==> src/rtl/smr_pkg.sv <==
package smr_pkg;

    typedef enum logic [1:0] {
        ROUTE_RAM  = 2'd0,
        ROUTE_BUS  = 2'd1,
        ROUTE_SINK = 2'd2
    } route_e;

    // control byte: [2] global SMM enable, [1] lock, [0] window open
    typedef struct packed {
        logic glob_en;
        logic lock;
        logic open;
    } ctl_t;

    // extended byte: [3:2] size code, [1] TSEG enable, [0] high enable
    typedef struct packed {
        logic [1:0] tseg_code;
        logic       tseg_en;
        logic       high_en;
    } ext_t;

    typedef struct packed {
        logic hit_low;
        logic hit_high;
        logic hit_tseg;
        logic below_tolm;
    } win_t;

    localparam int CTL_W = $bits(ctl_t);
    localparam int EXT_W = $bits(ext_t);

    localparam logic [CTL_W-1:0] CTL_MASK_OPEN   = '1;
    localparam logic [CTL_W-1:0] CTL_MASK_LOCKED = '0;
    localparam logic [EXT_W-1:0] EXT_MASK_OPEN   = '1;
    localparam logic [EXT_W-1:0] EXT_MASK_LOCKED = '0;

    localparam int MIB_SHIFT = 20;

    function automatic logic [15:0] tseg_mib(input logic en,
                                             input logic [1:0] code,
                                             input logic [15:0] ext_mb);
        logic [15:0] r;
        if (!en) begin
            r = 16'd0;
        end else begin
            case (code)
                2'd0:    r = 16'd1;
                2'd1:    r = 16'd2;
                2'd2:    r = 16'd8;
                default: r = ext_mb;
            endcase
        end
        return r;
    endfunction

endpackage

==> src/rtl/smr_regs.sv <==
module smr_regs
    import smr_pkg::*;
(
    input  logic       clk,
    input  logic       rst,
    input  logic       cfg_we,
    input  logic       cfg_sel,
    input  logic [7:0] cfg_wdata,
    output ctl_t       ctl_q,
    output ext_t       ext_q
);

    logic [CTL_W-1:0] ctl_mask;
    logic [EXT_W-1:0] ext_mask;
    ctl_t             ctl_nxt;
    ext_t             ext_nxt;

    always_comb begin
        ctl_mask = ctl_q.lock ? CTL_MASK_LOCKED : CTL_MASK_OPEN;
        ext_mask = ctl_q.lock ? EXT_MASK_LOCKED : EXT_MASK_OPEN;
        ctl_nxt  = ctl_q;
        ext_nxt  = ext_q;
        if (cfg_we && !cfg_sel) begin
            ctl_nxt = ctl_t'((ctl_q & ~ctl_mask) | (cfg_wdata[CTL_W-1:0] & ctl_mask));
        end
        if (cfg_we && cfg_sel) begin
            ext_nxt = ext_t'((ext_q & ~ext_mask) | (cfg_wdata[EXT_W-1:0] & ext_mask));
        end
        // a set lock always keeps the window closed
        if (ctl_nxt.lock) begin
            ctl_nxt.open = 1'b0;
        end
    end

    always_ff @(posedge clk) begin
        if (rst) begin
            ctl_q <= '0;
            ext_q <= '0;
        end else begin
            ctl_q <= ctl_nxt;
            ext_q <= ext_nxt;
        end
    end

endmodule

==> src/rtl/smr_decode.sv <==
module smr_decode
    import smr_pkg::*;
#(
    parameter int unsigned          ADDR_W      = 32,
    parameter int unsigned          EXT_TSEG_MB = 16,
    parameter logic [ADDR_W-1:0]    LOW_BASE    = 'h000A_0000,
    parameter logic [ADDR_W-1:0]    HIGH_BASE   = 'hFEDA_0000,
    parameter logic [ADDR_W-1:0]    WIN_BYTES   = 'h0002_0000
) (
    input  logic [ADDR_W-1:0] addr,
    input  logic [ADDR_W-1:0] tolm,
    input  logic              tseg_en,
    input  logic [1:0]        tseg_code,
    output win_t              win,
    output logic [ADDR_W-1:0] alias_addr
);

    localparam logic [ADDR_W-1:0] LOW_END  = LOW_BASE + WIN_BYTES;
    localparam logic [ADDR_W-1:0] HIGH_END = HIGH_BASE + WIN_BYTES;

    logic [15:0]       mib;
    logic [ADDR_W-1:0] tseg_size;
    logic [ADDR_W-1:0] tseg_base;

    always_comb begin
        mib       = tseg_mib(tseg_en, tseg_code, 16'(EXT_TSEG_MB));
        tseg_size = ADDR_W'(mib) << MIB_SHIFT;
        tseg_base = tolm - tseg_size;

        win.hit_low    = (addr >= LOW_BASE)  && (addr < LOW_END);
        win.hit_high   = (addr >= HIGH_BASE) && (addr < HIGH_END);
        win.hit_tseg   = (tseg_size != '0) && (addr >= tseg_base) && (addr < tolm);
        win.below_tolm = (addr < tolm);

        alias_addr = addr - HIGH_BASE + LOW_BASE;
    end

endmodule

==> src/rtl/smr_router.sv <==
module smr_router
    import smr_pkg::*;
#(
    parameter int unsigned ADDR_W = 32
) (
    input  logic              clk,
    input  logic              rst,
    input  logic              req_valid,
    input  logic [ADDR_W-1:0] req_addr,
    input  logic              req_write,
    input  logic              req_smm,
    input  win_t              win,
    input  logic [ADDR_W-1:0] alias_addr,
    input  logic              open,
    input  logic              glob_en,
    input  logic              high_en,
    output logic              rsp_valid,
    output route_e            rsp_route,
    output logic [ADDR_W-1:0] rsp_ram_addr,
    output logic [31:0]       rsp_rdata,
    output logic              rsp_drop
);

    route_e            route;
    logic [ADDR_W-1:0] ram_addr;
    logic              smm_view;

    always_comb begin
        smm_view = req_smm && glob_en;
        route    = ROUTE_BUS;
        ram_addr = req_addr;
        if (smm_view && win.hit_low && !high_en) begin
            route = ROUTE_RAM;
        end else if (smm_view && win.hit_high && high_en) begin
            route    = ROUTE_RAM;
            ram_addr = alias_addr;
        end else if (win.hit_low) begin
            route = (open && !high_en) ? ROUTE_RAM : ROUTE_BUS;
        end else if (win.hit_high) begin
            route    = (open && high_en) ? ROUTE_RAM : ROUTE_BUS;
            ram_addr = alias_addr;
        end else if (win.hit_tseg) begin
            route = req_smm ? ROUTE_RAM : ROUTE_SINK;
        end else begin
            route = win.below_tolm ? ROUTE_RAM : ROUTE_BUS;
        end
    end

    always_ff @(posedge clk) begin
        if (rst) begin
            rsp_valid    <= 1'b0;
            rsp_route    <= ROUTE_BUS;
            rsp_ram_addr <= '0;
            rsp_rdata    <= '0;
            rsp_drop     <= 1'b0;
        end else begin
            rsp_valid    <= req_valid;
            rsp_route    <= req_valid ? route : ROUTE_BUS;
            rsp_ram_addr <= (req_valid && route == ROUTE_RAM) ? ram_addr : '0;
            rsp_rdata    <= (req_valid && route == ROUTE_SINK && !req_write) ? '1 : '0;
            rsp_drop     <= req_valid && route == ROUTE_SINK && req_write;
        end
    end

endmodule

==> src/rtl/smram_route_ctrl.sv <==
module smram_route_ctrl
    import smr_pkg::*;
#(
    parameter int unsigned       ADDR_W      = 32,
    parameter int unsigned       EXT_TSEG_MB = 16,
    parameter logic [ADDR_W-1:0] LOW_BASE    = 'h000A_0000,
    parameter logic [ADDR_W-1:0] HIGH_BASE   = 'hFEDA_0000,
    parameter logic [ADDR_W-1:0] WIN_BYTES   = 'h0002_0000
) (
    input  logic              clk,
    input  logic              rst,
    input  logic              cfg_we,
    input  logic              cfg_sel,
    input  logic [7:0]        cfg_wdata,
    input  logic [ADDR_W-1:0] tolm,
    input  logic              req_valid,
    input  logic [ADDR_W-1:0] req_addr,
    input  logic              req_write,
    input  logic              req_smm,
    output logic              rsp_valid,
    output logic [1:0]        rsp_route,
    output logic [ADDR_W-1:0] rsp_ram_addr,
    output logic [31:0]       rsp_rdata,
    output logic              rsp_drop
);

    ctl_t              ctl_q;
    ext_t              ext_q;
    win_t              win;
    logic [ADDR_W-1:0] alias_addr;
    route_e            route_q;

    smr_regs u_regs (
        .clk       (clk),
        .rst       (rst),
        .cfg_we    (cfg_we),
        .cfg_sel   (cfg_sel),
        .cfg_wdata (cfg_wdata),
        .ctl_q     (ctl_q),
        .ext_q     (ext_q)
    );

    smr_decode #(
        .ADDR_W      (ADDR_W),
        .EXT_TSEG_MB (EXT_TSEG_MB),
        .LOW_BASE    (LOW_BASE),
        .HIGH_BASE   (HIGH_BASE),
        .WIN_BYTES   (WIN_BYTES)
    ) u_decode (
        .addr       (req_addr),
        .tolm       (tolm),
        .tseg_en    (ext_q.tseg_en),
        .tseg_code  (ext_q.tseg_code),
        .win        (win),
        .alias_addr (alias_addr)
    );

    smr_router #(
        .ADDR_W (ADDR_W)
    ) u_router (
        .clk          (clk),
        .rst          (rst),
        .req_valid    (req_valid),
        .req_addr     (req_addr),
        .req_write    (req_write),
        .req_smm      (req_smm),
        .win          (win),
        .alias_addr   (alias_addr),
        .open         (ctl_q.open),
        .glob_en      (ctl_q.glob_en),
        .high_en      (ext_q.high_en),
        .rsp_valid    (rsp_valid),
        .rsp_route    (route_q),
        .rsp_ram_addr (rsp_ram_addr),
        .rsp_rdata    (rsp_rdata),
        .rsp_drop     (rsp_drop)
    );

    assign rsp_route = route_q;

endmodule

==> config.mk <==
export PLATFORM = sky130hd
export DESIGN_NAME = smram_route_ctrl
export DESIGN_NICKNAME = d
export VERILOG_FILES = /design/src/rtl/smr_pkg.sv /design/src/rtl/smr_regs.sv /design/src/rtl/smr_decode.sv /design/src/rtl/smr_router.sv /design/src/rtl/smram_route_ctrl.sv
export SDC_FILE = /design/constraint.sdc
export NUM_CORES = 1
export LEC_CHECK = 0
export BUFFER_PORTS_ARGS = -buffer_cell sky130_fd_sc_hd__buf_2
export CAP_MARGIN = 20
export CORE_ASPECT_RATIO = 0.8
export CORE_MARGIN = 2
export CORE_UTILIZATION = 51
export DETAILED_ROUTE_END_ITERATION = 10
export PLACE_DENSITY = 0.93
export SYNTH_ARGS = -nofsm -noshare
export SYNTH_HDL_FRONTEND = slang
export SYNTH_SLANG_ARGS = --single-unit
==> constraint.sdc <==
create_clock -name clk -period 7.6 [get_ports clk]
set_input_delay 1.14 -clock clk [delete_from_list [all_inputs] [get_ports clk]]
set_output_delay 1.14 -clock clk [all_outputs]
set_load 0.1 [all_outputs]
==> results of run 1 <==
[power groups by stage]
stage	sequential, uW	clock [uW]	combinational, uW
floorplan	304	0	74.8
detailed placement	249	0	184
finish	243	195	188
global route	244	205	205
global placement	248	0	176
CTS	243	194	187
[per-stage QoR]
step,util (%),power (uW),area (um2),setup slack (ns)
6_report,64.1,626,3810,3.17
4_1_cts,64.1,625,3810,3.17
3_5_place_dp,62.0,433,3690,2.87
2_1_floorplan,-,379,3160,3.69
5_1_grt,64.1,654,3810,2.79
3_3_place_gp,62.0,424,3690,3.03
[Yosys cell counts, types with 2 or more instances]
cell,n
sky130_fd_sc_hd__ha_1,50
sky130_fd_sc_hd__dfxtp_1,44
sky130_fd_sc_hd__inv_1,39
sky130_fd_sc_hd__buf_4,31
sky130_fd_sc_hd__a21oi_1,22
sky130_fd_sc_hd__and2_1,22
sky130_fd_sc_hd__nand2_1,21
sky130_fd_sc_hd__nor2_1,19
sky130_fd_sc_hd__nand4_1,14
sky130_fd_sc_hd__o21ai_0,13
sky130_fd_sc_hd__nor3_1,10
sky130_fd_sc_hd__and3_1,9
sky130_fd_sc_hd__nor4_1,9
sky130_fd_sc_hd__xnor2_1,7
sky130_fd_sc_hd__nand3_1,6
sky130_fd_sc_hd__buf_6,4
sky130_fd_sc_hd__mux2i_1,4
sky130_fd_sc_hd__nor2b_1,4
sky130_fd_sc_hd__a211oi_1,3
sky130_fd_sc_hd__nand2b_1,3
sky130_fd_sc_hd__nand3b_1,3
sky130_fd_sc_hd__o21a_1,3
sky130_fd_sc_hd__nor3b_1,2
sky130_fd_sc_hd__o211ai_1,2
sky130_fd_sc_hd__or2b_1,2
sky130_fd_sc_hd__or4_1,2
[worst max-delay path: cells and delay by family]
kind,cells,cell delay [ns]
compound gates,7,1.76
simple gates,6,0.88
fa+ha+maj,2,0.56
xor+xnor,1,0.19
buf+inv,1,0.12
[routing by layer]
metal,vias up,share of wire (%),global-route usage (%)
li1,1478,-,-
met1,1334,40,29.2
met2,122,49,42.5
met3,36,6.7,4.76
met4,0,3.8,13.9
met5,-,0,0
[placed cells by master (no fill, tap or decap), types with 4 or more instances in the layout]
| cell | count |
|---|---|
| sky130_fd_sc_hd__buf_2 | 142 |
| sky130_fd_sc_hd__ha_1 | 50 |
| sky130_fd_sc_hd__dfxtp_1 | 44 |
| sky130_fd_sc_hd__inv_1 | 39 |
| sky130_fd_sc_hd__a21oi_1 | 22 |
| sky130_fd_sc_hd__and2_1 | 22 |
| sky130_fd_sc_hd__nand2_1 | 21 |
| sky130_fd_sc_hd__nor2_1 | 19 |
| sky130_fd_sc_hd__nand4_1 | 14 |
| sky130_fd_sc_hd__o21ai_0 | 13 |
| sky130_fd_sc_hd__nor3_1 | 10 |
| sky130_fd_sc_hd__nor4_1 | 9 |
| sky130_fd_sc_hd__and3_1 | 9 |
| sky130_fd_sc_hd__xnor2_1 | 7 |
| sky130_fd_sc_hd__nand3_1 | 6 |
| sky130_fd_sc_hd__clkbuf_8 | 6 |
| sky130_fd_sc_hd__nor2b_1 | 4 |
| sky130_fd_sc_hd__mux2i_1 | 4 |
[final timing paths]
kind	slack [ns]	startpoint	cells past startpoint	to
worst max-delay path	3.17	tolm[21]	17	u_router.rsp_ram_addr[21]
worst min-delay path	0.49	flop	2	flop
worst max register to register	3.51	flop	17	u_router.rsp_ram_addr[21]
worst min register to register	0.49	flop	2	flop
[logic make-up (layout without fill, tap and decap cells)]
kind of cell / after synthesis / in the layout / share of synthesized area, %
xor+xnor: 8 / 8 / 2.22
simple gates: 133 / 133 / 23.5
buf+inv: 76 / 190 / 13.7
compound gates: 53 / 53 / 11.0
mux: 4 / 4 / 1.27
flops: 44 / 44 / 27.9
fa+ha+maj: 51 / 51 / 20.5
[layout make-up]
class | count | area, um2
clock buffer | 6 | 82.6
clock inverter | 2 | 38.8
fill | 514 | 2130
inverter | 40 | 150
multi-input combinational | 249 | 1840
sequential | 44 | 881
tap | 81 | 101
timing repair buffer | 142 | 711
==> metrics.cfg, run 1 <==
[global_routing]
grt_start_max_net_pins=33
grt_util_all_layers_pct=24.5
initial_antenna_violation_count=0
grt_pass1_wl_um=13000
grt-ovfl-total=0
grt_pass1_vias=2940

[timing]
max-slew-margin-rel_pct=54.8
rsz0062_at_grt=false
finalSetupViolCount=0
max_slew.worst_pin.slew_ns=0.677
clock.fmax_mhz=226
period_needed_ns=4.43
fin_crit_sh_pct=58.3
fin_setup_tns_ns=0
finalHoldViolCount=0
largest_clock_skew_in_the_final_design_ns=0.00220
holdWs_ns=0.491
max_slew_violation_count=0

[worst_setup_path]
worst_path_largest_cell_delay_ns=0.61
cp.required_ns=7.84
critical_path_cell_by_cell=buf_2, ha_1, nor2b_1, o31a_1, o21ai_0, nand2_1, nor4_1, xnor2_1, ha_1, a21oi_1, nor2b_1, o21ai_0, o21ai_0, nor2_1, nand3_1, a31oi_4, a21boi_1
worst_setup_path_end_kind=flop
worst-endpoint-arrival_ns=4.67
crit_path_top_delay_cell=sky130_fd_sc_hd__a31oi_4
critical_path.startpoint_type=primary input
crit_type=in -> reg
crit_fanout=32
critical-path-top-cell-by-count=sky130_fd_sc_hd__o21ai_0

[floorplanning]
core_area_um2=5940
dieWidth_um=92.0
initial_utilization_pct=53.1
die_y_um=74.4
rows=25
design.die.area_um2=6840
io_pins=147

[detailed_routing]
drt-initial-drc-count=138
detail_route.vias_per_cell=5.27
routed_wl_um=8350
post_drt_wl_per_cell_um=14.8
drt.antenna.violating_nets=0
first_pass_iters=4
dr_total_vias=2970
post-route-drc-count=0

[pwr]
seq_power_share_pct=38.9
ir_drop_mv=0.0783
netSwitchingFraction_pct=35.1
pwr-share-clk_pct=31.1
power_switching_uw=220
power.combinational.fraction_pct=30.0
static-leakage-power_uw=0.00211
p_int_uw=406
cellPowerDensity_nw_per_um2=164

[clock_tree]
root_buffer=sky130_fd_sc_hd__clkbuf_8
clock_sinks=44
clock_insertion_delay_at_the_later_pin_of_the_skew_report_ns=0.31
ctsHoldBuffers=0
post-cts-setup-buffer-count=0
cts.reportedPaths.clkPinSlew_ns=0.09
clock_buffer_depth=2
cts_tree=yes
cts_buffers=5
h-tree-depth=2
cts.repair.resized=0

[synthesis]
postSynthAreaPerCell_um2=8.55
async_flop_share_pct=0
main_flop_type_after_synthesis=sky130_fd_sc_hd__dfxtp_1
synth_top_cell_by_area=sky130_fd_sc_hd__dfxtp_1
synth.yosys.warnings=0
syn-cell-area_um2=3160
yosysSeqAreaShare_pct=27.9
synth_edf_count=0
post_synthesis_cells=369
cell_types_with_the_largest_area_share_after_synthesis=sky130_fd_sc_hd__dfxtp_1, sky130_fd_sc_hd__ha_1, sky130_fd_sc_hd__buf_4
syn-num-nets=499
synth_cell_types=47
ys_seq_elements=44
yosys.area.top_type_share_pct=27.9

[placement]
total_half_perimeter_wirelength_after_legalization_and_detailed_placement_um=6890
globalplace.congestion=0.909
portBuffers=142
placed_cells=556

[cells_and_area]
antenna_cells_inserted=0
finalNonFillerCells=564
syn_to_final_growth_pct=20.6
nNetsFinal=612
drive_gt1_share_pct=32.3

[worst_hold_path]
timing.hold.worst.class=reg -> reg

[run]
maxCapViolations=0

[run_status]
outcome=finished, final reports clean

Note: power is estimated with default switching activity, not from simulation.
==> run 2, diff against run 1 <==
--- a/config.mk
+++ b/config.mk
@@ -9,9 +9,9 @@
 export CAP_MARGIN = 20
 export CORE_ASPECT_RATIO = 0.8
 export CORE_MARGIN = 2
-export CORE_UTILIZATION = 51
+export CORE_UTILIZATION = 47
 export DETAILED_ROUTE_END_ITERATION = 10
-export PLACE_DENSITY = 0.93
+export PLACE_DENSITY = 0.88
 export SYNTH_ARGS = -nofsm -noshare
 export SYNTH_HDL_FRONTEND = slang
 export SYNTH_SLANG_ARGS = --single-unit
==> constraint.sdc (replaced) <==
create_clock -name clk -period 4.5 [get_ports clk]
set_input_delay 0.675 -clock clk [delete_from_list [all_inputs] [get_ports clk]]
set_output_delay 0.675 -clock clk [all_outputs]
set_load 0.1 [all_outputs]
==> run 2 against run 1 <==
Effect of this change:
- non-clock buffer count is 1 higher
- wire length is 2.3% lower
- global-route usage decreased by 2.6 points
- largest power group unchanged
==> metrics.cfg, run 2 (synthesis gave the netlist of run 1 again) <==
[worst_setup_path]
cp.required_ns=4.70
worst_setup_path_end_kind=flop
critical_path_cell_by_cell=nor3b_1, ha_1, inv_1, fa_1, o21a_1, o21ai_0, nand2_1, nor3_1, xnor2_1, ha_1, nand4_1, nor4_1, o21ai_0, nand3_1, a31oi_4, buf_4, and2_1
crit_family=simple AND/OR/NAND/NOR gates
critical_path.startpoint_type=flop
path_buf_inv=2
crit_path_top_delay_cell=sky130_fd_sc_hd__dfxtp_1
crit_type=reg -> reg
worst-endpoint-arrival_ns=4.09
worst_path_largest_cell_delay_ns=0.42
crit_fanout=32

[cells_and_area]
nNetsFinal=613
antenna_cells_inserted=0
most-common-layout-cells=sky130_fd_sc_hd__buf_2, sky130_fd_sc_hd__ha_1, sky130_fd_sc_hd__dfxtp_1
final_common_cell=sky130_fd_sc_hd__buf_2
syn_to_final_growth_pct=20.8
drive_gt1_share_pct=32.4
fill_cells=573

[floorplanning]
initial_utilization_pct=49.0
design.die.area_um2=7390
core_area_um2=6440
rows=26
io_pins=147
dieWidth_um=95.6
die_y_um=77.3

[clock_tree]
cts_buffers=5
post-cts-setup-buffer-count=0
ctsHoldBuffers=0
root_buffer=sky130_fd_sc_hd__clkbuf_8
cts.reportedPaths.clkPinSlew_ns=0.09
cts_tree=yes
cts.repair.resized=0
clock_buffer_depth=2
clock_sinks=44
h-tree-depth=2
clock_insertion_delay_at_the_later_pin_of_the_skew_report_ns=0.31

[detailed_routing]
drt-initial-drc-count=113
first_pass_iters=4
detail_route.vias_per_cell=5.18
routed_wl_um=8160
post-route-drc-count=0
dr_total_vias=2940
drt.antenna.violating_nets=0
post_drt_wl_per_cell_um=14.4

[pwr]
p_int_uw=671
power_switching_uw=371
static-leakage-power_uw=0.00211
power.combinational.fraction_pct=30.1
cellPowerDensity_nw_per_um2=273
ir_drop_mv=0.131
pwr-share-clk_pct=30.5
seq_power_share_pct=39.4
netSwitchingFraction_pct=35.6

[placement]
total_half_perimeter_wirelength_after_legalization_and_detailed_placement_um=6860
portBuffers=142
pre_cts_ws_ns=0.454
globalplace.congestion=0.855

[timing]
rsz0062_at_grt=false
max-slew-margin-rel_pct=56.9
period_needed_ns=3.89
max_slew_violation_count=0
clock.fmax_mhz=257
fin_crit_sh_pct=86.4
fin_setup_tns_ns=0
largest_clock_skew_in_the_final_design_ns=0.0107
finalHoldViolCount=0
finalSetupViolCount=0
max_slew.worst_pin.slew_ns=0.645
setup_ws_ns=0.612

[global_routing]
grt_pass1_vias=2802
grt-ovfl-total=0
grt_pass1_wl_um=12800
grt_util_all_layers_pct=22.0
initial_antenna_violation_count=0
grt_start_max_net_pins=33

[run_status]
outcome=finished, final reports clean

[worst_hold_path]
timing.hold.worst.class=reg -> reg

[run]
maxCapViolations=0

## run 2: cell types whose count changed in the layout (fill, tap and decap cells not counted), sizes merged
cell / before / now
buf: 142 / 143
clkbuf: 6 / 5
clkinv: 1 / 0
clkinvlp: 0 / 1
inv: 40 / 41
## run 2: final timing paths
path                                                  to  slack [ns]  cells after the start
worst max-delay path            u_router.rsp_ram_addr[9]        0.61                     17
worst min-delay path                                flop        0.49                      2
worst max register to register  u_router.rsp_ram_addr[9]        0.61                     17
worst min register to register                      flop        0.49                      2
## run 2: layout make-up
cell class / count / area (um2) / area share, %
well taps: 84 / 105 / 2.76
inverters: 40 / 150 / 3.94
flip-flops and latches: 44 / 881 / 23.1
multi-input cells: 249 / 1840 / 48.4
clock buffers: 5 / 68.8 / 1.80
repair buffers: 143 / 718 / 18.8
clock inverters: 3 / 46.3 / 1.21
## run 2: power by group through the flow
stage,clock (uW),sequential (uW),combinational (uW)
after floorplan,0,513,126
after global placement,0,419,297
after detailed placement,0,420,310
after CTS,324,411,312
after global routing,339,413,342
final,318,411,314
## run 2: through the flow
stage	cell area [um2]	utilization, %	std cells	hold slack, ns	power [uW]
after floorplan	3160	-	369	0.454	639
after global placement	3700	57.4	560	0.470	716
after detailed placement	3700	57.4	560	0.473	730
after CTS	3810	59.2	568	0.485	1050
after global routing	3810	59.2	568	0.525	1090
final	3810	59.2	568	0.491	1040
## run 2: routing by layer
metal  GRT usage (%)  up-vias  wire (um)
met5               0        -          0
met3            4.62       16        464
met4            8.14        0        133
li1                -     1484          -
met2            37.2       99       4040
met1            27.0     1341       3520
## run 2: tightest hold or removal path, cell delays in order (launching register included)
cell and delay, ns:
sky130_fd_sc_hd__dfxtp_1 0.32, sky130_fd_sc_hd__o21ai_0 0.07, sky130_fd_sc_hd__a21oi_1 0.06
==> run 3, diff against run 2 <==
--- a/config.mk
+++ b/config.mk
@@ -5,13 +5,14 @@
 export SDC_FILE = /design/constraint.sdc
 export NUM_CORES = 1
 export LEC_CHECK = 0
-export BUFFER_PORTS_ARGS = -buffer_cell sky130_fd_sc_hd__buf_2
 export CAP_MARGIN = 20
 export CORE_ASPECT_RATIO = 0.8
 export CORE_MARGIN = 2
-export CORE_UTILIZATION = 47
+export CORE_UTILIZATION = 50
 export DETAILED_ROUTE_END_ITERATION = 10
-export PLACE_DENSITY = 0.88
+export DONT_BUFFER_PORTS = 1
+export PLACE_DENSITY = 0.72
+export SLEW_MARGIN = 20
 export SYNTH_ARGS = -nofsm -noshare
 export SYNTH_HDL_FRONTEND = slang
 export SYNTH_SLANG_ARGS = --single-unit
==> run 3 against run 2 <==
Effect of this change:
- non-clock buffer count fell by 138
- clock-buffer cell count increased by 1
- clock power barely moved
- largest power group unchanged
==> metrics.cfg, run 3 (synthesis gave the netlist of run 1 again) <==
[cells_and_area]
nNetsFinal=475
multi_input_area_um2=1840
syn_to_final_growth_pct=1.27
most-common-layout-cells=sky130_fd_sc_hd__ha_1, sky130_fd_sc_hd__dfxtp_1, sky130_fd_sc_hd__inv_1
fill_cells=583
final_common_cell=sky130_fd_sc_hd__ha_1
antenna_cells_inserted=0
drive_gt1_share_pct=5.78
final-seq-area_um2=885
finish.utilization_pct=53.2

[detailed_routing]
drt-initial-drc-count=92
drt.antenna.violating_nets=0
detail_route.vias_per_cell=5.52
post-route-drc-count=0
first_pass_iters=4
dr_total_vias=2356
post_drt_wl_per_cell_um=16.6
routed_wl_um=7080

[timing]
finalSetupViolCount=0
largest_clock_skew_in_the_final_design_ns=0.00342
clock.fmax_mhz=256
rsz0062_at_grt=false
max-slew-margin-rel_pct=35.1
max_slew_violation_count=0
fin_crit_sh_pct=86.6
finalHoldViolCount=0
period_needed_ns=3.90
max_slew.worst_pin.slew_ns=0.972
setup_ws_ns=0.601
fin_setup_tns_ns=0

[run]
maxCapViolations=0

[clock_tree]
cts_buffers=5
clock_buffer_depth=2
cts.reportedPaths.clkPinSlew_ns=0.09
root_buffer=sky130_fd_sc_hd__clkbuf_8
clock_sinks=44
ctsHoldBuffers=0
clock_insertion_delay_at_the_later_pin_of_the_skew_report_ns=0.29
h-tree-depth=2
cts.repair.resized=0
cts_tree=yes
post-cts-setup-buffer-count=0

[global_routing]
gr-usage-met1_pct=26.1
grt_util_met3_pct=6.31
grt-ovfl-total=0
initial_antenna_violation_count=0
grtUsageMet2_pct=34.8
global_route.peak_usage_layer=met2
grt_pass1_vias=2479
grt_start_max_net_pins=33
grt_util_all_layers_pct=20.9
grt_pass1_wl_um=11500

[placement]
portBuffers=0
pre_cts_ws_ns=0.579
total_half_perimeter_wirelength_after_legalization_and_detailed_placement_um=6020
globalplace.congestion=0.854

[worst_setup_path]
worst-endpoint-arrival_ns=4.09
crit_type=reg -> reg
reg2reg_end=u_router.rsp_ram_addr[11]
worst_setup_path_end_kind=flop
critical_path.startpoint_type=flop
cp.required_ns=4.69
worst_r2r_path_depth=16
crit_fanout=32
reg2reg_setup_slack_ns=0.60

[worst_hold_path]
worstHoldPathCells=1
timing.hold.worst.class=in -> reg
worstHoldStart=rst

[floorplanning]
dieWidth_um=92.8
rows=25
core_area_um2=6010
design.die.area_um2=6970
die_y_um=75.1
io_pins=147
initial_utilization_pct=52.6

[pwr]
static-leakage-power_uw=0.00149
cellPowerDensity_nw_per_um2=306
ir_drop_mv=0.106

[run_status]
outcome=finished, final reports clean

-- run 3: worst max-delay path by stage --
stage	endpoint	slack, ns
final	u_router.rsp_ram_addr[11]	0.60
after global placement	u_router.rsp_ram_addr[30]	0.67
after floorplan	u_router.rsp_ram_addr[26]	1.05
after detailed placement	u_router.rsp_ram_addr[11]	0.58
after global routing	u_router.rsp_ram_addr[29]	0.18
after CTS	u_router.rsp_ram_addr[11]	0.59
-- run 3: layout make-up --
class	instances	area share, %
Sequential cell	44	27.7
Clock buffer	6	2.58
Clock inverter	2	1.21
Multi-Input combinational cell	249	57.7
Timing Repair Buffer	5	2.97
Tap cell	81	3.17
Inverter	40	4.70
-- run 3: metrics by stage --
stage / power, uW / hold slack, ns / instance area [um2] / instances
final: 978 / 0.439 / 3200 / 427
after global routing: 1030 / 0.421 / 3200 / 427
after floorplan: 639 / 0.454 / 3160 / 369
after global placement: 657 / 0.462 / 3080 / 419
after CTS: 989 / 0.427 / 3200 / 427
after detailed placement: 666 / 0.477 / 3080 / 419
-- run 3: worst max-delay path, cell delays in order, from the launching register on --
cell                       delay, ns
sky130_fd_sc_hd__dfxtp_1        0.42
sky130_fd_sc_hd__nand3b_1       0.18
sky130_fd_sc_hd__ha_1           0.31
sky130_fd_sc_hd__nor2b_1        0.14
sky130_fd_sc_hd__o31a_1         0.24
sky130_fd_sc_hd__o21ai_0        0.27
sky130_fd_sc_hd__nand2_1        0.16
sky130_fd_sc_hd__nor4_1         0.29
sky130_fd_sc_hd__xnor2_1        0.13
sky130_fd_sc_hd__ha_1           0.31
sky130_fd_sc_hd__nand4_1        0.15
sky130_fd_sc_hd__nor4_1         0.32
sky130_fd_sc_hd__o21ai_0        0.14
sky130_fd_sc_hd__nand3_1        0.20
sky130_fd_sc_hd__a31oi_4        0.10
sky130_fd_sc_hd__buf_4          0.23
sky130_fd_sc_hd__and2_1         0.19
-- run 3: per-layer routing --
metal	routed length (um)	vias to the layer above	part of all wire [%]
met4	140	0	2.0
li1	-	1202	-
met3	641	14	9.1
met2	3240	86	46
met1	3060	1054	43
met5	0	-	0
-- run 3: power breakdown --
part	leakage (uW)	total, uW	switching (uW)	internal, uW
logic	0.00107	152	84.2	68.1
clock network	0.0000614	321	139	182
registers	0.000360	505	101	404
